$ cat config.mk
export PLATFORM = sky130hd
export DESIGN_NAME = uart_bank_window
export DESIGN_NICKNAME = d
export VERILOG_FILES = /design/src/rtl/uart_bank_window.sv
export SDC_FILE = /design/constraint.sdc
export NUM_CORES = 1
export LEC_CHECK = 0
export ABC_CLOCK_PERIOD_IN_PS = 3900
export BUFFER_PORTS_ARGS = -buffer_cell sky130_fd_sc_hd__buf_2
export CAP_MARGIN = 20
export CORE_AREA = 2 2 265 267
export CTS_BUF_LIST = sky130_fd_sc_hd__clkbuf_8
export CTS_CLUSTER_DIAMETER = 50
export DETAILED_ROUTE_END_ITERATION = 16
export DIE_AREA = 0 0 267 269
export PLACE_DENSITY = 0.56
export SLEW_MARGIN = 20
export SYNTH_ARGS = -nofsm -noshare
export SYNTH_HDL_FRONTEND = slang
export SYNTH_SLANG_ARGS = --single-unit
$ cat constraint.sdc
create_clock -name clk -period 3.9 [get_ports clk]
set_input_delay 0.585 -clock clk [delete_from_list [all_inputs] [get_ports clk]]
set_output_delay 0.585 -clock clk [all_outputs]
set_load 0.1 [all_outputs]
$ cat src/rtl/uart_bank_window.sv
module uart_bank_window #(
  parameter int DW = 8,
  parameter int AW = 3,
  parameter bit IR_BANKS = 1'b1
) (
  input  logic                         clk,
  input  logic                         rst,
  input  logic [AW-1:0]                addr,
  input  logic [DW-1:0]                wdata,
  input  logic                         wr_en,
  input  logic                         rd_en,
  output logic [DW-1:0]                rdata,
  output logic [AW-1:0]                bank_sel,
  output logic                         ext_mode,
  output logic [DW-1:0]                sel_reg,
  output logic [(1<<(2*AW))*DW-1:0]    reg_flat
);
  localparam int BANKS     = 1 << AW;
  localparam int REGS      = 1 << AW;
  localparam int BANK_BITS = REGS * DW;
  localparam logic [AW-1:0] SEL_OFF  = AW'(3);
  localparam logic [AW-1:0] EXT_OFF  = AW'(4);
  localparam logic [AW-1:0] EXT_BANK = AW'(2);
  localparam logic [AW-1:0] DIV_BANK = AW'(1);
  localparam int FIRST_IR = BANKS / 2;

  logic [DW-1:0] sel_q;
  logic          sel_wr, div_wr;

  assign sel_wr = wr_en && addr == SEL_OFF;
  assign div_wr = wr_en && bank_sel == DIV_BANK && addr <= AW'(1);

  always_ff @(posedge clk) begin
    if (rst)         sel_q <= '0;
    else if (sel_wr) sel_q <= wdata;
  end

  assign bank_sel = !sel_q[DW-1] ? '0 :
                    !sel_q[DW-2] ? DIV_BANK : sel_q[AW-1:0];
  assign sel_reg  = sel_q;

  genvar b;
  generate
    for (b = 0; b < BANKS; b++) begin : g_bank
      if (!IR_BANKS && b >= FIRST_IR) begin : g_rsvd
        assign reg_flat[b*BANK_BITS +: BANK_BITS] = '0;
      end else begin : g_live
        logic [DW-1:0] mem [REGS];
        logic          hit;
        assign hit = wr_en && bank_sel == AW'(b) && addr != SEL_OFF;
        always_ff @(posedge clk) begin
          if (rst) begin
            for (int i = 0; i < REGS; i++) mem[i] <= '0;
          end else if (hit) begin
            mem[addr] <= wdata;
          end else if (b == EXT_BANK && div_wr) begin
            mem[EXT_OFF][0] <= 1'b0;
          end
        end
        for (genvar o = 0; o < REGS; o++) begin : g_out
          assign reg_flat[(b*REGS+o)*DW +: DW] = mem[o];
        end
      end
    end
  endgenerate

  assign ext_mode = reg_flat[(EXT_BANK*REGS+EXT_OFF)*DW];

  logic [DW-1:0] rd_byte;
  assign rd_byte = (addr == SEL_OFF) ? sel_q : reg_flat[{bank_sel, addr}*DW +: DW];
  assign rdata   = rd_en ? rd_byte : '0;

  p_reset_r1: assert property (@(posedge clk) rst |=> (sel_q == '0 && !ext_mode && bank_sel == '0));
  p_sel_write_r2: assert property (@(posedge clk) disable iff (rst)
    sel_wr |=> sel_reg == $past(wdata));
  p_bank_hold_r4: assert property (@(posedge clk) disable iff (rst)
    !sel_wr |=> $stable(bank_sel));
  p_div_legacy_r6: assert property (@(posedge clk) disable iff (rst)
    div_wr |=> !ext_mode);
  p_ext_set_r7: assert property (@(posedge clk) disable iff (rst)
    (wr_en && bank_sel == EXT_BANK && addr == EXT_OFF && wdata[0]) |=> ext_mode);
  p_rd_idle_r5: assert property (@(posedge clk) disable iff (rst) !rd_en |-> rdata == '0);
  generate
    if (!IR_BANKS) begin : g_rsvd_chk
      p_rsvd_read_r8: assert property (@(posedge clk) disable iff (rst)
        (rd_en && bank_sel >= AW'(FIRST_IR) && addr != SEL_OFF) |-> rdata == '0);
    end
  endgenerate
endmodule

==> results.json, run 1 <==
{
  "status": "finished clean",
  "swShare": 0.351,
  "period_minus_slack_ns": 3.84,
  "clkSlewWorstSetupHoldPaths_ns": 0.06,
  "critPathSlowestCell": "a222oi_1",
  "maxCapViolations": 0,
  "vias": 18900,
  "drt_iter0_markers": 2066,
  "htree_levels": 3,
  "grt_antenna_before_repair": 5,
  "critPathLaunchType": "input pin",
  "coreArea_mm2": 0.0693,
  "setup_viol": 0,
  "cell_internal_pwr_mw": 9.31,
  "fin_crit_sh": 0.984,
  "grt_max_degree": 58,
  "clkPwrFrac": 0.339,
  "std_cell_rows": 97,
  "slowest_delay_ns": 0.49,
  "cp_max_fo": 31,
  "final_nets": 2468,
  "area_growth_pct": 27.4,
  "clockBufferDepth": 3,
  "path_delay_family": "compound AO/OA/AOI/OAI gates",
  "wl_um": 108000,
  "path_cells": "buf_8, buf_12, mux2_2, a221oi_1, o22ai_1, a222oi_1, buf_4, a31oi_4, buf_12",
  "syn-cell-area_mm2": 0.0239,
  "arrival_ns": 3.25,
  "fmax_mhz": 261,
  "seqPwrFrac": 0.459,
  "cts-root-buf": "clkbuf_8",
  "path_common_cell": "buf_12",
  "gp_congestion": 0.918,
  "post_drt_wl_per_cell_um": 31.2,
  "yosysUniqueCellTypes": 66,
  "largest_register_ffs": 512,
  "async_flop_share": 0,
  "combPwrFrac": 0.202,
  "die_y_um": 269,
  "end_kind": "output pin",
  "synth_flop_cell": "edfxtp_1",
  "drive_gt1_frac": 0.374,
  "worst-path-buf-inv": 4,
  "drc": 0,
  "track_usage": 0.293,
  "ant_nets": 0,
  "mostFrequentLayoutCell": "buf_2",
  "fp.dieW_um": 267,
  "grt_overflow": 0,
  "slew_headroom": 0.363,
  "initial_core_util": 0.345,
  "syn_area_per_cell_um2": 13.5,
  "synth_edf_count": 512,
  "finalInstanceArea_mm2": 0.0304,
  "leakage_nw": 12.7,
  "synth_warnings": 0,
  "cts_tree": "built",
  "p_sw_mw": 5.03,
  "dr.pass1.iters": 6,
  "post_cts.repair.setup_buffers": 0,
  "place_hpwl_um": 78200,
  "clock-sinks": 520,
  "grt_pass1_vias": 18700,
  "io_buffer_count": 546,
  "ir_drop_mv": 0.253,
  "finalMaxSlewViolations": 0,
  "dpl-instance-area_mm2": 0.0287,
  "vias_per_cell": 5.47,
  "die-area_mm2": 0.0718,
  "ioPinCount": 547,
  "clk-insertion-delay-late_ns": 0.70,
  "worst-setup-path-type": "in -> out",
  "synth_seq_cells": 520,
  "worst_hold_path_type": "in -> reg",
  "final_cell_mix": "buf_2, edfxtp_1, and2_1",
  "rsz0062_at_grt": "false",
  "utilization": 0.439,
  "crit_required_ns": 3.31,
  "numCtsBuffers": 93,
  "fin_skew_ns": 0.0307,
  "synth_cells": 1773,
  "tightest_slew_ns": 0.955,
  "powerDensity_mw_per_mm2": 471,
  "finalHoldViolCount": 0,
  "synth_seq_area_share": 0.650,
  "grt_pass1_wl_um": 146000
}
-- worst register-to-register path: stages, from the launching register on --
cell and delay [ns]:
dfxtp_1 0.47, nand3_1 0.32, clkinvlp_4 0.30, nand2_2 0.16, nor2_2 0.38, nand2_1 0.33, nor2_1 0.64, or2_2 0.35
-- worst paths after layout --
| check | depth (start not counted) | slack, ns | end | start |
|---|---|---|---|---|
| worst max-delay path | 9 | 0.06 | rdata[1] | addr[0] |
| worst min-delay path | 1 | 0.28 | g_bank[4].g_live.mem[3][1]$_SDFFCE_PN0P_ | rst |
| worst max register to register | 7 | 0.64 | g_bank[7].g_live.mem[5][5]$_SDFFCE_PN0P_ | sel_reg[2]$_SDFFE_PP0P_ |
| worst min register to register | 2 | 0.49 | sel_reg[3]$_SDFFE_PP0P_ | sel_reg[3]$_SDFFE_PP0P_ |
-- power by group through the flow --
stage          combinational (mW)  clock, mW  sequential, mW
2_1_floorplan               0.581          0            8.18
3_3_place_gp                 2.87          0            6.69
3_5_place_dp                 2.88          0            6.69
4_1_cts                      2.88       4.91            6.58
5_1_grt                      2.95       5.15            6.59
6_report                     2.89       4.87            6.58
-- layer usage --
metal	share of wire	GRT usage	vias up	wire (µm)
met5	0.00054	0	-	58
met4	0.031	0.101	8	3310
met3	0.089	0.0624	186	9570
met2	0.49	0.492	1157	52600
met1	0.39	0.375	9751	42500
li1	-	-	7845	-
-- cell usage after synthesis (3+ instances only) --
| cell | instances | area [µm²] |
|---|---|---|
| a211oi_1 | 4 | 30.0 |
| a21oi_1 | 34 | 170 |
| a221o_1 | 15 | 150 |
| a221oi_1 | 56 | 490 |
| a222oi_1 | 4 | 40.0 |
| a22o_1 | 12 | 105 |
| a22oi_1 | 30 | 225 |
| a2bb2oi_1 | 4 | 35.0 |
| a31oi_1 | 8 | 50.1 |
| and2_1 | 457 | 2860 |
| buf_1 | 5 | 18.8 |
| buf_2 | 35 | 175 |
| buf_4 | 9 | 67.6 |
| buf_6 | 8 | 90.1 |
| clkbuf_1 | 83 | 312 |
| dfxtp_1 | 8 | 160 |
| edfxtp_1 | 512 | 15400 |
| inv_1 | 5 | 18.8 |
| mux2_2 | 49 | 552 |
| mux2i_1 | 51 | 510 |
| mux4_2 | 21 | 473 |
| nand2_1 | 69 | 259 |
| nand2b_1 | 5 | 31.3 |
| nand3_1 | 5 | 25.0 |
| nor2_1 | 84 | 315 |
| nor2_2 | 9 | 56.3 |
| nor2b_1 | 6 | 37.5 |
| nor4b_1 | 3 | 26.3 |
| o211ai_1 | 10 | 75.1 |
| o21a_1 | 4 | 30.0 |
| o21ai_0 | 35 | 175 |
| o221ai_1 | 3 | 26.3 |
| o22ai_1 | 16 | 100 |
| o2bb2ai_1 | 16 | 140 |
| o31ai_1 | 4 | 30.0 |
| or2_1 | 5 | 31.3 |
| or2_2 | 52 | 325 |
-- final cells by class --
type                       instances  area (µm²)
antenna                            2        5.00
clock buffer                      96        1320
clock inverter                    69         388
fill                            6558       38900
inverter                           7        30.0
multi-input combinational       1168        8020
sequential                       520       15500
tap                              940        1180
timing repair buffer             663        3960
-- logic make-up (layout without fill, tap and decap cells) --
family / count (synthesis) / in the layout / synth area share
flops: 520 / 520 / 0.650
buf+inv: 148 / 835 / 0.0291
simple gates: 709 / 709 / 0.170
other cells: 1 / 66 / 0.000157
mux: 122 / 122 / 0.0649
compound gates: 273 / 273 / 0.0856
-- stage by stage --
stage / setup WS [ns] / std cells / power (mW) / hold WS [ns] / TNS [ns]
floorplan: 0.181 / 1836 / 8.76 / 0.704 / 0
global placement: -0.0489 / 3298 / 9.56 / 0.463 / -0.0489
detailed placement: -0.0522 / 3298 / 9.57 / 0.471 / -0.0522
CTS: 0.0231 / 3463 / 14.4 / 0.226 / 0
global route: 0.00652 / 3464 / 14.7 / 0.255 / 0
finish: 0.0615 / 3465 / 14.3 / 0.278 / 0
-- timing repair --
item,CTS,global route
resized for setup,1,7
pin swaps,1,3
setup endpoints to repair,2,2
hold buffers,0,0
Note: power is estimated with default switching activity, not from simulation.
==> run 2, diff against run 1 <==
--- a/config.mk
+++ b/config.mk
@@ -9,7 +9,7 @@
 export BUFFER_PORTS_ARGS = -buffer_cell sky130_fd_sc_hd__buf_2
 export CAP_MARGIN = 20
 export CORE_AREA = 2 2 265 267
-export CTS_BUF_LIST = sky130_fd_sc_hd__clkbuf_8
+export CTS_BUF_LIST = sky130_fd_sc_hd__clkbuf_16
 export CTS_CLUSTER_DIAMETER = 50
 export DETAILED_ROUTE_END_ITERATION = 16
 export DIE_AREA = 0 0 267 269
==> results.json, run 2 (same netlist as run 1, synthesis figures left out) <==
{
  "status": "finished clean",
  "powerDensity_mw_per_mm2": 516,
  "finalHoldViolCount": 0,
  "maxCapViolations": 0,
  "finalMaxSlewViolations": 0,
  "final_nets": 2447,
  "dpl-instance-area_mm2": 0.0287,
  "seqPwrFrac": 0.410,
  "coreArea_mm2": 0.0693,
  "fin_skew_ns": 0.0223,
  "fp.dieW_um": 267,
  "combPwrFrac": 0.180,
  "cell_internal_pwr_mw": 10.7,
  "worstHoldPathCells": 1,
  "track_usage": 0.293,
  "ioPinCount": 547,
  "post_drt_wl_per_cell_um": 31.4,
  "worst-setup-path-type": "in -> out",
  "clk-insertion-delay-late_ns": 0.62,
  "clkPwrFrac": 0.411,
  "clockBufferDepth": 3,
  "wl_um": 108000,
  "end_kind": "output pin",
  "dr.pass1.iters": 5,
  "fin_crit_sh": 0.988,
  "slowest_delay_ns": 0.51,
  "rsz0062_at_grt": "false",
  "fmax_mhz": 259,
  "crit_required_ns": 3.31,
  "numCtsBuffers": 72,
  "final_cell_mix": "buf_2, edfxtp_1, and2_1",
  "p_sw_mw": 5.35,
  "cts-root-buf": "clkbuf_16",
  "finalInstanceArea_mm2": 0.0311,
  "path_delay_family": "compound AO/OA/AOI/OAI gates",
  "rr_worst_depth": 7,
  "clock-sinks": 520,
  "drive_gt1_frac": 0.377,
  "leakage_nw": 12.9,
  "cts_tree": "built",
  "largest_register_ffs": 512,
  "vias": 18700,
  "std_cell_rows": 97,
  "gp_congestion": 0.918,
  "drt_iter0_markers": 2145,
  "grt_overflow": 0,
  "drc": 0,
  "post_cts.repair.setup_buffers": 0,
  "grt_pass1_vias": 18600,
  "slew_headroom": 0.385,
  "swShare": 0.333,
  "die-area_mm2": 0.0718,
  "ant_nets": 0,
  "cp_max_fo": 31,
  "worst-path-buf-inv": 4,
  "grt_antenna_before_repair": 3,
  "initial_core_util": 0.345,
  "io_buffer_count": 546,
  "place_hpwl_um": 78200,
  "critPathLaunchType": "input pin",
  "critPathSlowestCell": "a222oi_1",
  "period_minus_slack_ns": 3.85,
  "die_y_um": 269,
  "worst_hold_path_type": "in -> reg",
  "cp_num_cells": 9,
  "setup_viol": 0,
  "ir_drop_mv": 0.326,
  "vias_per_cell": 5.46,
  "path_common_cell": "buf_12",
  "total_power_mw": 16.1,
  "diodes": 0,
  "path_cells": "buf_8, buf_12, mux2_2, a221oi_1, o22ai_1, a222oi_1, buf_4, a31oi_4, buf_12",
  "mostFrequentLayoutCell": "buf_2",
  "grt_max_degree": 58,
  "tightest_slew_ns": 0.922,
  "arrival_ns": 3.27,
  "clkSlewWorstSetupHoldPaths_ns": 0.06,
  "htree_levels": 3,
  "ctsHoldBuffers": 0,
  "grt_pass1_wl_um": 146000,
  "area_growth_pct": 30.2
}
-- run 2: stage by stage --
stage | TNS, ns | hold WS [ns] | util | worst slack (ns) | std cells
after floorplan | 0 | 0.704 | - | 0.181 | 1836
after global placement | -0.0489 | 0.463 | 0.414 | -0.0489 | 3298
after detailed placement | -0.0522 | 0.471 | 0.414 | -0.0522 | 3298
after CTS | 0 | 0.335 | 0.449 | 0.0231 | 3430
after global routing | 0 | 0.340 | 0.449 | 0.00657 | 3430
final | 0 | 0.360 | 0.449 | 0.0454 | 3430
-- run 2: cell type report --
type	instances	area [µm²]
Clock inverter	59	571
Tap cell	940	1180
Clock buffer	73	1830
Sequential cell	520	15500
Inverter	7	30.0
Multi-Input combinational cell	1168	8010
Fill cell	6467	38200
Timing Repair Buffer	663	3960
-- run 2: power groups by stage --
stage / Sequential, mW / Combinational, mW / Clock (mW)
after floorplan: 8.18 / 0.581 / 0
after global placement: 6.69 / 2.87 / 0
after detailed placement: 6.69 / 2.88 / 0
after CTS: 6.58 / 2.88 / 6.64
after global routing: 6.59 / 2.95 / 6.88
final: 6.58 / 2.89 / 6.60
-- run 2: final timing paths --
| kind | from | endpoint | slack, ns |
|---|---|---|---|
| worst min register to register | sel_reg[3]$_SDFFE_PP0P_ | sel_reg[3]$_SDFFE_PP0P_ | 0.49 |
| worst max-delay path | addr[0] | rdata[1] | 0.05 |
| worst max register to register | sel_reg[7]$_SDFFE_PP0P_ | g_bank[7].g_live.mem[5][3]$_SDFFCE_PN0P_ | 0.74 |
| worst min-delay path | rst | g_bank[4].g_live.mem[3][3]$_SDFFCE_PN0P_ | 0.36 |
-- run 2: routing by layer --
| metal | vias up | global-route usage | share of wire | wire length [µm] |
|---|---|---|---|---|
| met5 | - | 0 | 0.00027 | 29 |
| met4 | 6 | 0.106 | 0.034 | 3640 |
| met3 | 185 | 0.0598 | 0.089 | 9620 |
| met2 | 1145 | 0.488 | 0.48 | 52200 |
| met1 | 9556 | 0.379 | 0.39 | 42200 |
| li1 | 7826 | - | - | - |
-- run 2: what timing repair did --
action                     in CTS  in global routing
gates resized for setup         1                  5
setup endpoints to repair       2                  2
pin swaps                       1                  2
gates cloned                    0                  0
